==> src/rtl/cbw_pkg.sv <==
package cbw_pkg;

   // Kind of window movement performed when the current pixel group completes
   typedef enum logic [1:0] {
      STEP_FILL      = 2'd0,   // initial load, one column at a time
      STEP_SHIFT_COL = 2'd1,   // first candidate row: new right column
      STEP_SINGLE    = 2'd2,   // later rows: one new bottom-right pixel
      STEP_RETURN    = 2'd3    // jump to leftmost candidate of next row
   } step_e;

   typedef enum logic {
      PH_FILL = 1'b0,
      PH_SCAN = 1'b1
   } phase_e;

endpackage

==> src/rtl/cbw_collect.sv <==
module cbw_collect
   import cbw_pkg::*;
#(
   parameter int N     = 3,
   parameter int PIX_W = 8
) (
   input  logic               clk,
   input  logic               rst_n,
   input  logic               in_valid,
   input  logic [PIX_W-1:0]   in_pix,
   input  logic               single,
   output logic               grp_last,
   output logic [N*PIX_W-1:0] grp_vec
);

   localparam int CNT_W = $clog2(N);
   localparam int STG   = N - 1;

   logic [PIX_W-1:0] stg [STG];
   logic [CNT_W-1:0] cnt;

   assign grp_last = in_valid && (single || (cnt == CNT_W'(N-1)));

   always_ff @(posedge clk or negedge rst_n) begin
      if (!rst_n) begin
         cnt <= '0;
         for (int k = 0; k < STG; k++) stg[k] <= '0;
      end else if (in_valid) begin
         cnt <= grp_last ? '0 : cnt + 1'b1;
         for (int k = 0; k < STG - 1; k++) stg[k] <= stg[k+1];
         stg[STG-1] <= in_pix;
      end
   end

   // Oldest staged pixel is element 0; the pixel on the port closes the group
   for (genvar c = 0; c < STG; c++) begin : g_vec
      assign grp_vec[c*PIX_W +: PIX_W] = stg[c];
   end
   assign grp_vec[STG*PIX_W +: PIX_W] = in_pix;

   // Single-pixel steps only start on a group boundary
   assert_group_aligned_R4: assert property (@(posedge clk) disable iff (!rst_n)
      single |-> (cnt == '0));

endmodule

==> src/rtl/cbw_delay.sv <==
module cbw_delay #(
   parameter int DEPTH = 7,
   parameter int WIDTH = 16
) (
   input  logic             clk,
   input  logic             rst_n,
   input  logic             shift_en,
   input  logic [WIDTH-1:0] din,
   output logic [WIDTH-1:0] dout
);

   logic [WIDTH-1:0] stage [DEPTH];

   if (DEPTH == 1) begin : g_one
      always_ff @(posedge clk or negedge rst_n) begin
         if (!rst_n)        stage[0] <= '0;
         else if (shift_en) stage[0] <= din;
      end
   end else begin : g_chain
      always_ff @(posedge clk or negedge rst_n) begin
         if (!rst_n) begin
            for (int k = 0; k < DEPTH; k++) stage[k] <= '0;
         end else if (shift_en) begin
            stage[0] <= din;
            for (int k = 1; k < DEPTH; k++) stage[k] <= stage[k-1];
         end
      end
   end

   assign dout = stage[DEPTH-1];

endmodule

==> src/rtl/cbw_scan.sv <==
module cbw_scan
   import cbw_pkg::*;
#(
   parameter int N = 3,
   parameter int P = 3
) (
   input  logic                                 clk,
   input  logic                                 rst_n,
   input  logic                                 acc,
   input  logic                                 grp_last,
   output step_e                                step,
   output logic                                 cand_new,
   output logic                                 cand_ready,
   output logic [$clog2((2*P+1)*(2*P+1))-1:0]   cand_idx,
   output logic [$clog2(2*P+1)-1:0]             row,
   output logic [$clog2(2*P+1)-1:0]             col
);

   localparam int D     = 2*P + 1;
   localparam int NCAND = D*D;
   localparam int IDX_W = $clog2(NCAND);
   localparam int RW    = $clog2(D);
   localparam int FW    = $clog2(N);
   localparam int LAST  = NCAND - 1;

   phase_e           phase;
   logic [FW-1:0]    fill_col;
   logic             rdy;
   logic [RW-1:0]    row_q, col_q;
   logic [IDX_W-1:0] idx_q;

   always_comb begin
      if (phase == PH_FILL)         step = STEP_FILL;
      else if (col_q != RW'(D-1))   step = (row_q == '0) ? STEP_SHIFT_COL : STEP_SINGLE;
      else if (row_q != RW'(D-1))   step = STEP_RETURN;
      else                          step = STEP_FILL;
   end

   assign cand_new = grp_last && ((step != STEP_FILL) || (fill_col == FW'(N-1)));

   always_ff @(posedge clk or negedge rst_n) begin
      if (!rst_n) begin
         phase    <= PH_FILL;
         fill_col <= '0;
         rdy      <= 1'b0;
         row_q    <= '0;
         col_q    <= '0;
         idx_q    <= '0;
      end else if (grp_last) begin
         unique case (step)
            STEP_FILL: begin
               if (fill_col == FW'(N-1)) begin
                  phase    <= PH_SCAN;
                  fill_col <= '0;
                  rdy      <= 1'b1;
                  row_q    <= '0;
                  col_q    <= '0;
                  idx_q    <= '0;
               end else begin
                  phase    <= PH_FILL;
                  fill_col <= fill_col + 1'b1;
                  rdy      <= 1'b0;
               end
            end
            STEP_SHIFT_COL, STEP_SINGLE: begin
               col_q <= col_q + 1'b1;
               idx_q <= idx_q + 1'b1;
            end
            STEP_RETURN: begin
               row_q <= row_q + 1'b1;
               col_q <= '0;
               idx_q <= idx_q + 1'b1;
            end
         endcase
      end else if (acc && (step == STEP_FILL)) begin
         rdy <= 1'b0;
      end
   end

   assign cand_ready = rdy;
   assign cand_idx   = idx_q;
   assign row        = row_q;
   assign col        = col_q;

   // Index only advances by one or restarts at zero
   assert_idx_order_R6: assert property (@(posedge clk) disable iff (!rst_n)
      !$stable(idx_q) |-> ((idx_q == $past(idx_q) + 1'b1) || (idx_q == '0)));

   // Index and position counters agree
   assert_idx_pos_R6: assert property (@(posedge clk) disable iff (!rst_n)
      idx_q == (IDX_W'(row_q) * IDX_W'(D) + IDX_W'(col_q)));

   // A row change while scanning lands on the leftmost candidate
   assert_row_change_left_R5: assert property (@(posedge clk) disable iff (!rst_n)
      (rdy && !$stable(row_q)) |-> (col_q == '0));

   // Nothing moves without an accepted pixel
   assert_idle_hold_R7: assert property (@(posedge clk) disable iff (!rst_n)
      !acc |=> ($stable(idx_q) && $stable(rdy) && $stable(row_q) && $stable(col_q)));

   // Ready only drops when a new block starts after the last candidate
   assert_ready_drop_R9: assert property (@(posedge clk) disable iff (!rst_n)
      $fell(rdy) |-> ($past(acc) && ($past(idx_q) == IDX_W'(LAST))));

   // Ready rises only with the first candidate
   assert_ready_rise_R2: assert property (@(posedge clk) disable iff (!rst_n)
      $rose(rdy) |-> (idx_q == '0));

endmodule

==> src/rtl/cand_window_mem.sv <==
module cand_window_mem
   import cbw_pkg::*;
#(
   parameter int N     = 3,
   parameter int P     = 3,
   parameter int PIX_W = 8
) (
   input  logic                                clk,
   input  logic                                rst_n,
   input  logic                                pix_valid,
   input  logic [PIX_W-1:0]                    pix_data,
   output logic [N*N*PIX_W-1:0]                win_pix,
   output logic                                cand_ready,
   output logic [$clog2((2*P+1)*(2*P+1))-1:0]  cand_idx,
   output logic [$clog2(P+1):0]                disp_row,
   output logic [$clog2(P+1):0]                disp_col
);

   localparam int D      = 2*P + 1;
   localparam int NCAND  = D*D;
   localparam int IDX_W  = $clog2(NCAND);
   localparam int RW     = $clog2(D);
   localparam int DISP_W = $clog2(P+1) + 1;
   localparam int WIN_W  = N*N*PIX_W;
   localparam int LOW_W  = (N-1)*PIX_W;        // lower N-1 rows of one column
   localparam int SAVE_W = (N-1)*(N-1)*PIX_W;  // lower-left corner kept for returns

   if (N < 2) begin : g_bad_n
      $error("cand_window_mem: N must be at least 2");
   end
   if (P < 1) begin : g_bad_p
      $error("cand_window_mem: P must be at least 1");
   end
   if (PIX_W < 1) begin : g_bad_w
      $error("cand_window_mem: PIX_W must be at least 1");
   end

   step_e             step;
   logic              grp_last;
   logic              cand_new;
   logic [N*PIX_W-1:0] grp;
   logic [RW-1:0]     row, col;

   logic [WIN_W-1:0]  win_q, win_d;
   logic [SAVE_W-1:0] save_q, save_d;
   logic [LOW_W-1:0]  dly_in, dly_out;

   cbw_collect #(.N(N), .PIX_W(PIX_W)) u_collect (
      .clk      (clk),
      .rst_n    (rst_n),
      .in_valid (pix_valid),
      .in_pix   (pix_data),
      .single   (step == STEP_SINGLE),
      .grp_last (grp_last),
      .grp_vec  (grp)
   );

   cbw_scan #(.N(N), .P(P)) u_scan (
      .clk        (clk),
      .rst_n      (rst_n),
      .acc        (pix_valid),
      .grp_last   (grp_last),
      .step       (step),
      .cand_new   (cand_new),
      .cand_ready (cand_ready),
      .cand_idx   (cand_idx),
      .row        (row),
      .col        (col)
   );

   cbw_delay #(.DEPTH(D), .WIDTH(LOW_W)) u_delay (
      .clk      (clk),
      .rst_n    (rst_n),
      .shift_en (cand_new),
      .din      (dly_in),
      .dout     (dly_out)
   );

   // Next-window network, one cell at a time
   for (genvar r = 0; r < N; r++) begin : g_row
      for (genvar c = 0; c < N; c++) begin : g_col
         localparam int E = r*N + c;
         if (r < N-1 && c < N-1) begin : g_inner
            assign win_d[E*PIX_W +: PIX_W] = (step == STEP_RETURN)
               ? save_q[(r*(N-1)+c)*PIX_W +: PIX_W]
               : win_q[(E+1)*PIX_W +: PIX_W];
         end else if (r < N-1) begin : g_right
            assign win_d[E*PIX_W +: PIX_W] =
               (step == STEP_FILL || step == STEP_SHIFT_COL)
               ? grp[r*PIX_W +: PIX_W]
               : dly_out[r*PIX_W +: PIX_W];
         end else if (c < N-1) begin : g_bottom
            assign win_d[E*PIX_W +: PIX_W] = (step == STEP_RETURN)
               ? grp[c*PIX_W +: PIX_W]
               : win_q[(E+1)*PIX_W +: PIX_W];
         end else begin : g_corner
            assign win_d[E*PIX_W +: PIX_W] = grp[(N-1)*PIX_W +: PIX_W];
         end
      end
   end

   // Slices of the incoming candidate kept for the next candidate row
   for (genvar r = 0; r < N-1; r++) begin : g_keep
      assign dly_in[r*PIX_W +: PIX_W] = win_d[((r+1)*N + N-1)*PIX_W +: PIX_W];
      for (genvar c = 0; c < N-1; c++) begin : g_keep_col
         assign save_d[(r*(N-1)+c)*PIX_W +: PIX_W] = win_d[((r+1)*N + c)*PIX_W +: PIX_W];
      end
   end

   always_ff @(posedge clk or negedge rst_n) begin
      if (!rst_n) begin
         win_q  <= '0;
         save_q <= '0;
      end else begin
         if (grp_last) win_q <= win_d;
         if (cand_new && (step == STEP_FILL || step == STEP_RETURN)) save_q <= save_d;
      end
   end

   assign win_pix  = win_q;
   assign disp_row = DISP_W'(row) - DISP_W'(P);
   assign disp_col = DISP_W'(col) - DISP_W'(P);

   // Idle cycles leave the window alone
   assert_win_idle_R7: assert property (@(posedge clk) disable iff (!rst_n)
      !pix_valid |=> $stable(win_q));

   // Partial groups leave the window alone
   assert_win_partial_R8: assert property (@(posedge clk) disable iff (!rst_n)
      (pix_valid && !grp_last) |=> $stable(win_q));

   // Row-0 steps move every column one place left
   assert_col_shift_R3: assert property (@(posedge clk) disable iff (!rst_n)
      (grp_last && step == STEP_SHIFT_COL) |=>
         (win_q[0 +: PIX_W] == $past(win_q[PIX_W +: PIX_W])));

   // A single step puts the accepted pixel at the bottom-right corner
   assert_single_corner_R4: assert property (@(posedge clk) disable iff (!rst_n)
      (grp_last && step == STEP_SINGLE) |=>
         (win_q[(N*N-1)*PIX_W +: PIX_W] == $past(pix_data)));

endmodule

==> config.mk <==
export PLATFORM = sky130hd
export DESIGN_NAME = cand_window_mem
export DESIGN_NICKNAME = d
export VERILOG_FILES = /design/src/rtl/cbw_pkg.sv /design/src/rtl/cbw_collect.sv /design/src/rtl/cbw_delay.sv /design/src/rtl/cbw_scan.sv /design/src/rtl/cand_window_mem.sv
export SDC_FILE = /design/constraint.sdc
export NUM_CORES = 1
export LEC_CHECK = 0
export BUFFER_PORTS_ARGS = -buffer_cell sky130_fd_sc_hd__buf_2
export CAP_MARGIN = 25
export CELL_PAD_IN_SITES_DETAIL_PLACEMENT = 2
export CELL_PAD_IN_SITES_GLOBAL_PLACEMENT = 2
export CORE_MARGIN = 10
export CORE_UTILIZATION = 35
export CTS_BUF_LIST = sky130_fd_sc_hd__clkbuf_16
export DETAILED_ROUTE_END_ITERATION = 8
export PLACE_DENSITY = 0.67
export SKIP_CTS_REPAIR_TIMING = 1
export SYNTH_ARGS = -nofsm -noshare
export SYNTH_HDL_FRONTEND = slang
export SYNTH_HIERARCHICAL = 1
export SYNTH_SLANG_ARGS = --single-unit
==> constraint.sdc <==
create_clock -name clk -period 8.5 [get_ports clk]
set_input_delay 0.425 -clock clk [delete_from_list [all_inputs] [get_ports clk]]
set_output_delay 0.425 -clock clk [all_outputs]
set_load 0.005 [all_outputs]
After elaboration in Yosys (flattened, before gate mapping):

Cells that the tools add are included.
W data, S select, Z words.

* mux-type cells: 23
* add/subtract/negate cells: 7
* reduce and logical (&&, ||, !) cells: 19
* equality and inequality tests: 9

Operators by type and width (count)
* $mux W8: 8
* $mux W2: 6
* $pmux W6 S2: 1
* $pmux W3 S3: 1
* $eq A2 B2 Y1 const B: 4
* $add A3 B1 Y3 const B: 2
* $add A6 B1 Y6 const B: 1
* $mux W6: 1
* $ne A3 B3 Y1 const B: 2
* $pmux W3 S2: 1
* $reduce_and A2 Y1: 3
* $reduce_bool A2 Y1: 3
* $sub A3 B2 Y3 const B: 2
* $add A2 B1 Y2 const B: 2
* $logic_and A1 B1 Y1: 4
* $logic_or A1 B1 Y1: 4
* $mux W1: 4
* $logic_not A3 Y1: 1
* $mux W3: 1
* $reduce_and A3 Y1: 1
* $reduce_or A3 Y1: 1
* $eq A2 B1 Y1 const B: 1
* $logic_not A2 Y1: 1
* $ne A2 B1 Y1 const B: 1
* other kinds (2): 2

* output and inout bits: 85
* logic and storage cells: 76
* register bits after elaboration: 250
* bits of input ports: 11

Longest topological paths before layout:

* word-level depth: 9
* gate-level depth with buffers: 16
* gate-level depth less buffers: 13

Hierarchy:

Netlist, hierarchy kept.

Modules (own cells, without submodules)
* cand_window_mem: times used 1, area each 4678.2 um^2, cells an instance 371
* cbw_delay: times used 1, area each 4296.6 um^2, cells an instance 252
* cbw_scan: times used 1, area each 922.1 um^2, cells an instance 94
* cbw_collect: times used 1, area each 768.2 um^2, cells an instance 51

Worst setup path before layout:

No wires, ideal clock.

* path type: register -> register
* from: register u_scan.row_q[0], in the netlist u_scan/row[0]
* to: register save_q[18]
* data required time: 8.375 ns
* period minus slack after synthesis: 2.845 ns
* setup time: 0.125 ns
* arrival: 2.720 ns
* cell stages (with the launch flop): 16
* path buffers: 3
* path slack: 5.655 ns
* path through: dfrtp_1 inv_1 ha_1 nor2b_1 o21ai_0 inv_1 inv_1 ha_1 o21a_1 buf_4 o21ai_4 inv_2 nor2b_1 buf_2 buf_2 mux2_2

* longest elaborated chain between the ends: 9
* elaborated cells on any way between the ends: 17

RTL lines
* start: declaration: line cbw_scan.sv:29 `logic [RW-1:0] row_q, col_q;`
* start signal: assignment: line cbw_scan.sv:70 `row_q <= row_q + 1'b1;`
* $ne A3 B3 Y1 / $logic_not A3 Y1 (equally long branches): line cbw_scan.sv:35, cbw_scan.sv:34
* $mux W2, on equally long branches: line cbw_scan.sv:35, cbw_scan.sv:34
* $mux W2 *: line cbw_scan.sv:34 `else if (col_q != RW'(D-1)) step = (row_q == '0) ? STEP_SHIFT_COL : STEP_SINGLE;`
* $mux W2 *: line cbw_scan.sv:33 `if (phase == PH_FILL) step = STEP_FILL;`
* via step[0]: line cand_window_mem.sv:38 `step_e step;`
* $eq A2 B2 Y1 *: line cand_window_mem.sv:53 `.single (step == STEP_SINGLE),`
* $logic_or A1 B1 Y1 *: line cbw_collect.sv:22 `assign grp_last = in_valid && (single || (cnt == CNT_W'(N-1)));`
* $logic_and A1 B1 Y1 *: line cbw_collect.sv:22
* via grp_last: line cand_window_mem.sv:39 `logic grp_last;`
* $logic_and A1 B1 Y1 *: line cbw_scan.sv:39 `assign cand_new = grp_last && ((step != STEP_FILL) || (fill_col == FW'(N-1)));`
* via cand_new: line cand_window_mem.sv:40 `logic cand_new;`
* $logic_and A1 B1 Y1 *: line cand_window_mem.sv:116 `if (cand_new && (step == STEP_FILL || step == STEP_RETURN)) save_q <= save_d;`
* end signal: assignment: line cand_window_mem.sv:116
* end: declaration: line cand_window_mem.sv:45 `logic [SAVE_W-1:0] save_q, save_d;`

Mark *: on every way through the listed nets, which the timed path passes. The rest lies on a longest branch.
A chain may end at the register's enable or synchronous reset.

Worst setup path in the final report:

* from: register u_scan.row_q[0], in the netlist u_scan/row[0]
* to: register u_delay/stage[98] in the netlist's numbering

* longest elaborated chain between the ends: 8
* elaborated cells on any way between the ends: 16

RTL lines
* $ne A3 B3 Y1 / $logic_not A3 Y1 (equally long branches): line cbw_scan.sv:35, cbw_scan.sv:34
* $mux W2, on equally long branches: line cbw_scan.sv:35, cbw_scan.sv:34
* $mux W2 *: line cbw_scan.sv:34
* $mux W2 *: line cbw_scan.sv:33
* via step[1]: line cand_window_mem.sv:38
* $eq A2 B2 Y1 *: line cand_window_mem.sv:53
* $logic_or A1 B1 Y1 *: line cbw_collect.sv:22
* $logic_and A1 B1 Y1 *: line cbw_collect.sv:22
* via grp_last: line cand_window_mem.sv:39
* $logic_and A1 B1 Y1 *: line cbw_scan.sv:39
* via cand_new: line cand_window_mem.sv:40
* end: declaration: line cbw_delay.sv:12 `logic [WIDTH-1:0] stage [DEPTH];`

Marked as above.

==> impl_metrics.py <==
metrics = {
    "detailed_routing": {
        "via_per_inst": 4.88,
        "ant_nets": 0,
        "first_pass_iters": 4,
        "wl_per_cell_um": 20.2,
        "wirelength_um": 25100,
        "drtIter0Drc": 201,
        "post-route-drc-count": 0,
        "via_count": 6072,
    },
    "synth": {
        "synth_compound_area_frac": 0.0387,
        "synthAdderAreaFrac": 0.0188,
        "ys_ff_latch": 250,
        "syn_nets": 795,
        "syn-cell-area_sq_um": 10700,
        "synthXorXnorAreaFrac": 0.00493,
        "yosysWarnings": 6,
        "synthMuxAreaShare": 0.263,
        "ys_seq_area_frac": 0.587,
        "avgSynthCellArea_sq_um": 13.9,
        "syn_inst": 768,
        "synth_top_family_by_area": "multiplexers",
        "synth_flop_cell": "dfrtp_1",
        "synth-simple-area-share": 0.0313,
        "synth_edf_count": 0,
        "ys_types": 40,
        "synthArstFlopShare": 1.00,
    },
    "power": {
        "ir_drop_mv": 0.150,
        "p_comb_frac": 0.279,
        "power_frac_seq": 0.454,
        "swShare": 0.322,
        "power.internal_w": 0.00277,
        "p_sw_w": 0.00132,
        "power_leakage_nw": 5.56,
        "power.density_nw_per_um2": 340,
        "pwr-share-clk": 0.267,
    },
    "sta": {
        "slew-limit-headroom": 0.349,
        "worst_slew_pin_slew_ns": 0.976,
        "setup_viol": 0,
        "fin_crit_sh": 0.519,
        "rsz0062_at_grt": "no",
        "setup-tns-final_ns": 0,
        "skew_ns": 0.0133,
        "final_max_slew_viol_count": 0,
        "finalHoldViolCount": 2,
        "layout_min_cycle_time_ns": 4.41,
        "fmax_ghz": 0.227,
        "whs_ns": -0.0109,
    },
    "clock_network": {
        "cts_buffers": 27,
        "cts.sinks": 250,
        "cts-root-buf": "clkbuf_16",
        "cts_buffer_depth": 3,
        "h-tree-depth": 1,
        "tritoncts": "yes",
        "worstSkewPairLatency_ns": 0.53,
        "path_clk_slew_ns": 0.06,
    },
    "grt": {
        "grt_overflow_total": 0,
        "grt_first_pass_wirelength_um": 41900,
        "antenna_found_initial": 0,
        "grt_pass1_vias": 7102,
        "grt_max_degree": 126,
        "grt_use_total": 0.133,
    },
    "status": {
        "violations": "negative hold slack",
        "outcome": "complete, but fails checks",
    },
    "floorplan": {
        "dieArea_sq_um": 37900,
        "start_util": 0.357,
        "rows": 63,
        "core_sq_um": 29900,
        "die_w_um": 195,
        "fp.dieH_um": 195,
        "ios": 96,
    },
    "placement": {
        "place.gp.congestion": 0.724,
        "place_hpwl_um": 16800,
        "port_buffers": 95,
    },
    "final_layout": {
        "diodes": 0,
        "nets": 862,
        "syn_to_final_growth_pct": 13.0,
        "drive_gt1_frac": 0.402,
        "fin_util": 0.403,
    },
    "critical_path": {
        "required_ns": 8.91,
        "critPathKind": "register to register",
        "cp.arrival_ns": 4.82,
        "crit_start": "u_scan/row[0]",
        "endpoint_kind": "register",
        "reg2reg_from": "u_scan/row[0]",
        "critPathMaxFanout": 71,
        "start_kind": "register",
        "r2r_slack_ns": 4.09,
    },
    "hold_path": {
        "min_path_type": "primary input to async pin",
    },
    "run": {
        "drv_cap": 0,
    },
}
==> layout make-up <==
| cell class | count | area (sq um) |
|---|---|---|
| Sequential cell | 250 | 6260 |
| Inverter | 30 | 118 |
| Timing Repair Buffer | 102 | 558 |
| Multi-Input combinational cell | 424 | 3820 |
| Fill cell | 2961 | 17800 |
| Clock inverter | 20 | 136 |
| Clock buffer | 27 | 676 |
| Tap cell | 390 | 488 |
==> metal layers <==
metal / share of wire / wire [um] / global-route usage
met1: 0.47 / 11800 / 0.182
met2: 0.48 / 12000 / 0.215
met3: 0.035 / 887 / 0.0232
met4: 0.013 / 324 / 0.0284
met5: 0 / 0 / 0
==> state kept, by name, summed over array words and instances (netlist names), 2 cells and up <==
name and cells:
u_collect/cnt 2, u_collect/grp_vec 16, u_scan/cand_idx 6, u_delay/stage 96
u_scan/fill_col 2, u_delay/dout 16, save_q 32, u_scan/col 3
win_pix 72, u_scan/row 3
==> Yosys cell counts, drive strengths merged, types with 2 or more instances <==
cell type	count	area, sq um
xnor2	5	43.8
or3b	2	17.5
nand2b	2	12.5
nor2b	3	26.3
nand2	16	60.1
dfrtp	250	6260
mux2	197	2230
nand4	2	12.5
a21o	3	22.5
buf	61	479
o21ai	14	85.1
ha	16	200
a31oi	2	12.5
nor3	2	10.0
a32o	2	20.0
nor2	48	180
inv	30	115
clkbuf	3	11.3
mux2i	57	571
a21oi	44	220
==> cell families after synthesis <==
kind of cell / count (synthesis)
AO/OA/AOI/OAI: 71
XOR/XNOR: 6
adder cells (fa/ha/maj): 16
buffers and inverters: 94
flip-flops: 250
multiplexers: 254
AND/OR/NAND/NOR: 77
==> final timing paths <==
kind                                              end  cells past startpoint
worst max-delay path                u_delay/stage[98]                     13
min in group clk                u_collect/grp_vec[10]                      2
max in group asynchronous                 win_pix[30]                      2
worst max register to register      u_delay/stage[98]                     13
worst min-delay path               u_scan/cand_idx[5]                      1
worst min register to register      u_delay/stage[56]                      1
==> per-stage QoR <==
| step | hold WS [ns] | cell area [sq um] | std cells | setup slack (ns) | total power [W] |
|---|---|---|---|---|---|
| 2_1_floorplan | 0.129 | 10700 | 768 | 5.65 | 0.00254 |
| 3_3_place_gp | 0.483 | 11200 | 1195 | 4.06 | 0.00293 |
| 3_5_place_dp | 0.494 | 11200 | 1195 | 3.83 | 0.00304 |
| 4_1_cts | 0.0526 | 12000 | 1242 | 3.75 | 0.00417 |
| 5_1_grt | 0.0954 | 12100 | 1243 | 3.63 | 0.00439 |
| 6_report | -0.0109 | 12100 | 1243 | 4.09 | 0.00409 |
==> power by group through the flow <==
stage                     sequential [W]  combinational (W)  clock, W
after CTS                        0.00187            0.00117   0.00113
after global placement           0.00185            0.00109         0
after global routing             0.00192            0.00129   0.00119
after detailed placement         0.00188            0.00115         0
final                            0.00186            0.00114   0.00109
after floorplan                  0.00179           0.000754         0
==> worst max-delay path, stage by stage, from the launching register on <==
cell and delay [ns]:
dfrtp_1 0.42, inv_1 0.08, ha_1 0.19, nor2b_1 0.13, a21oi_1 0.12, o21ai_0 0.16
inv_1 0.66, ha_1 0.36, o21a_4 0.47, o21ai_4 0.20, inv_4 0.30, buf_4 0.37
buf_16 0.33, mux2_2 0.40
==> layout by cell type, fill, tap and decap left out, types with 2 or more instances in the layout <==
cell type / Yosys / layout
inv_4: 1 / 2
nor2_1: 48 / 48
nor2b_4: 1 / 2
buf_2: 16 / 94
nand2_1: 16 / 16
a32o_1: 2 / 2
a21oi_1: 44 / 44
or3b_2: 2 / 2
mux2_4: 4 / 4
mux2i_1: 57 / 57
a21o_1: 3 / 3
nand2b_1: 2 / 2
nor3_1: 2 / 2
dfrtp_1: 250 / 250
bufinv_16: 0 / 2
o21ai_0: 8 / 8
nand4_1: 2 / 2
buf_4: 29 / 6
o21ai_1: 4 / 4
xnor2_1: 5 / 5
a31oi_1: 2 / 2
mux2_2: 193 / 193
ha_1: 16 / 15
clkinv_2: 0 / 3
inv_1: 28 / 35
clkinv_1: 0 / 7
clkbuf_16: 0 / 27
No activity file was read; power rests on OpenSTA's default activity.
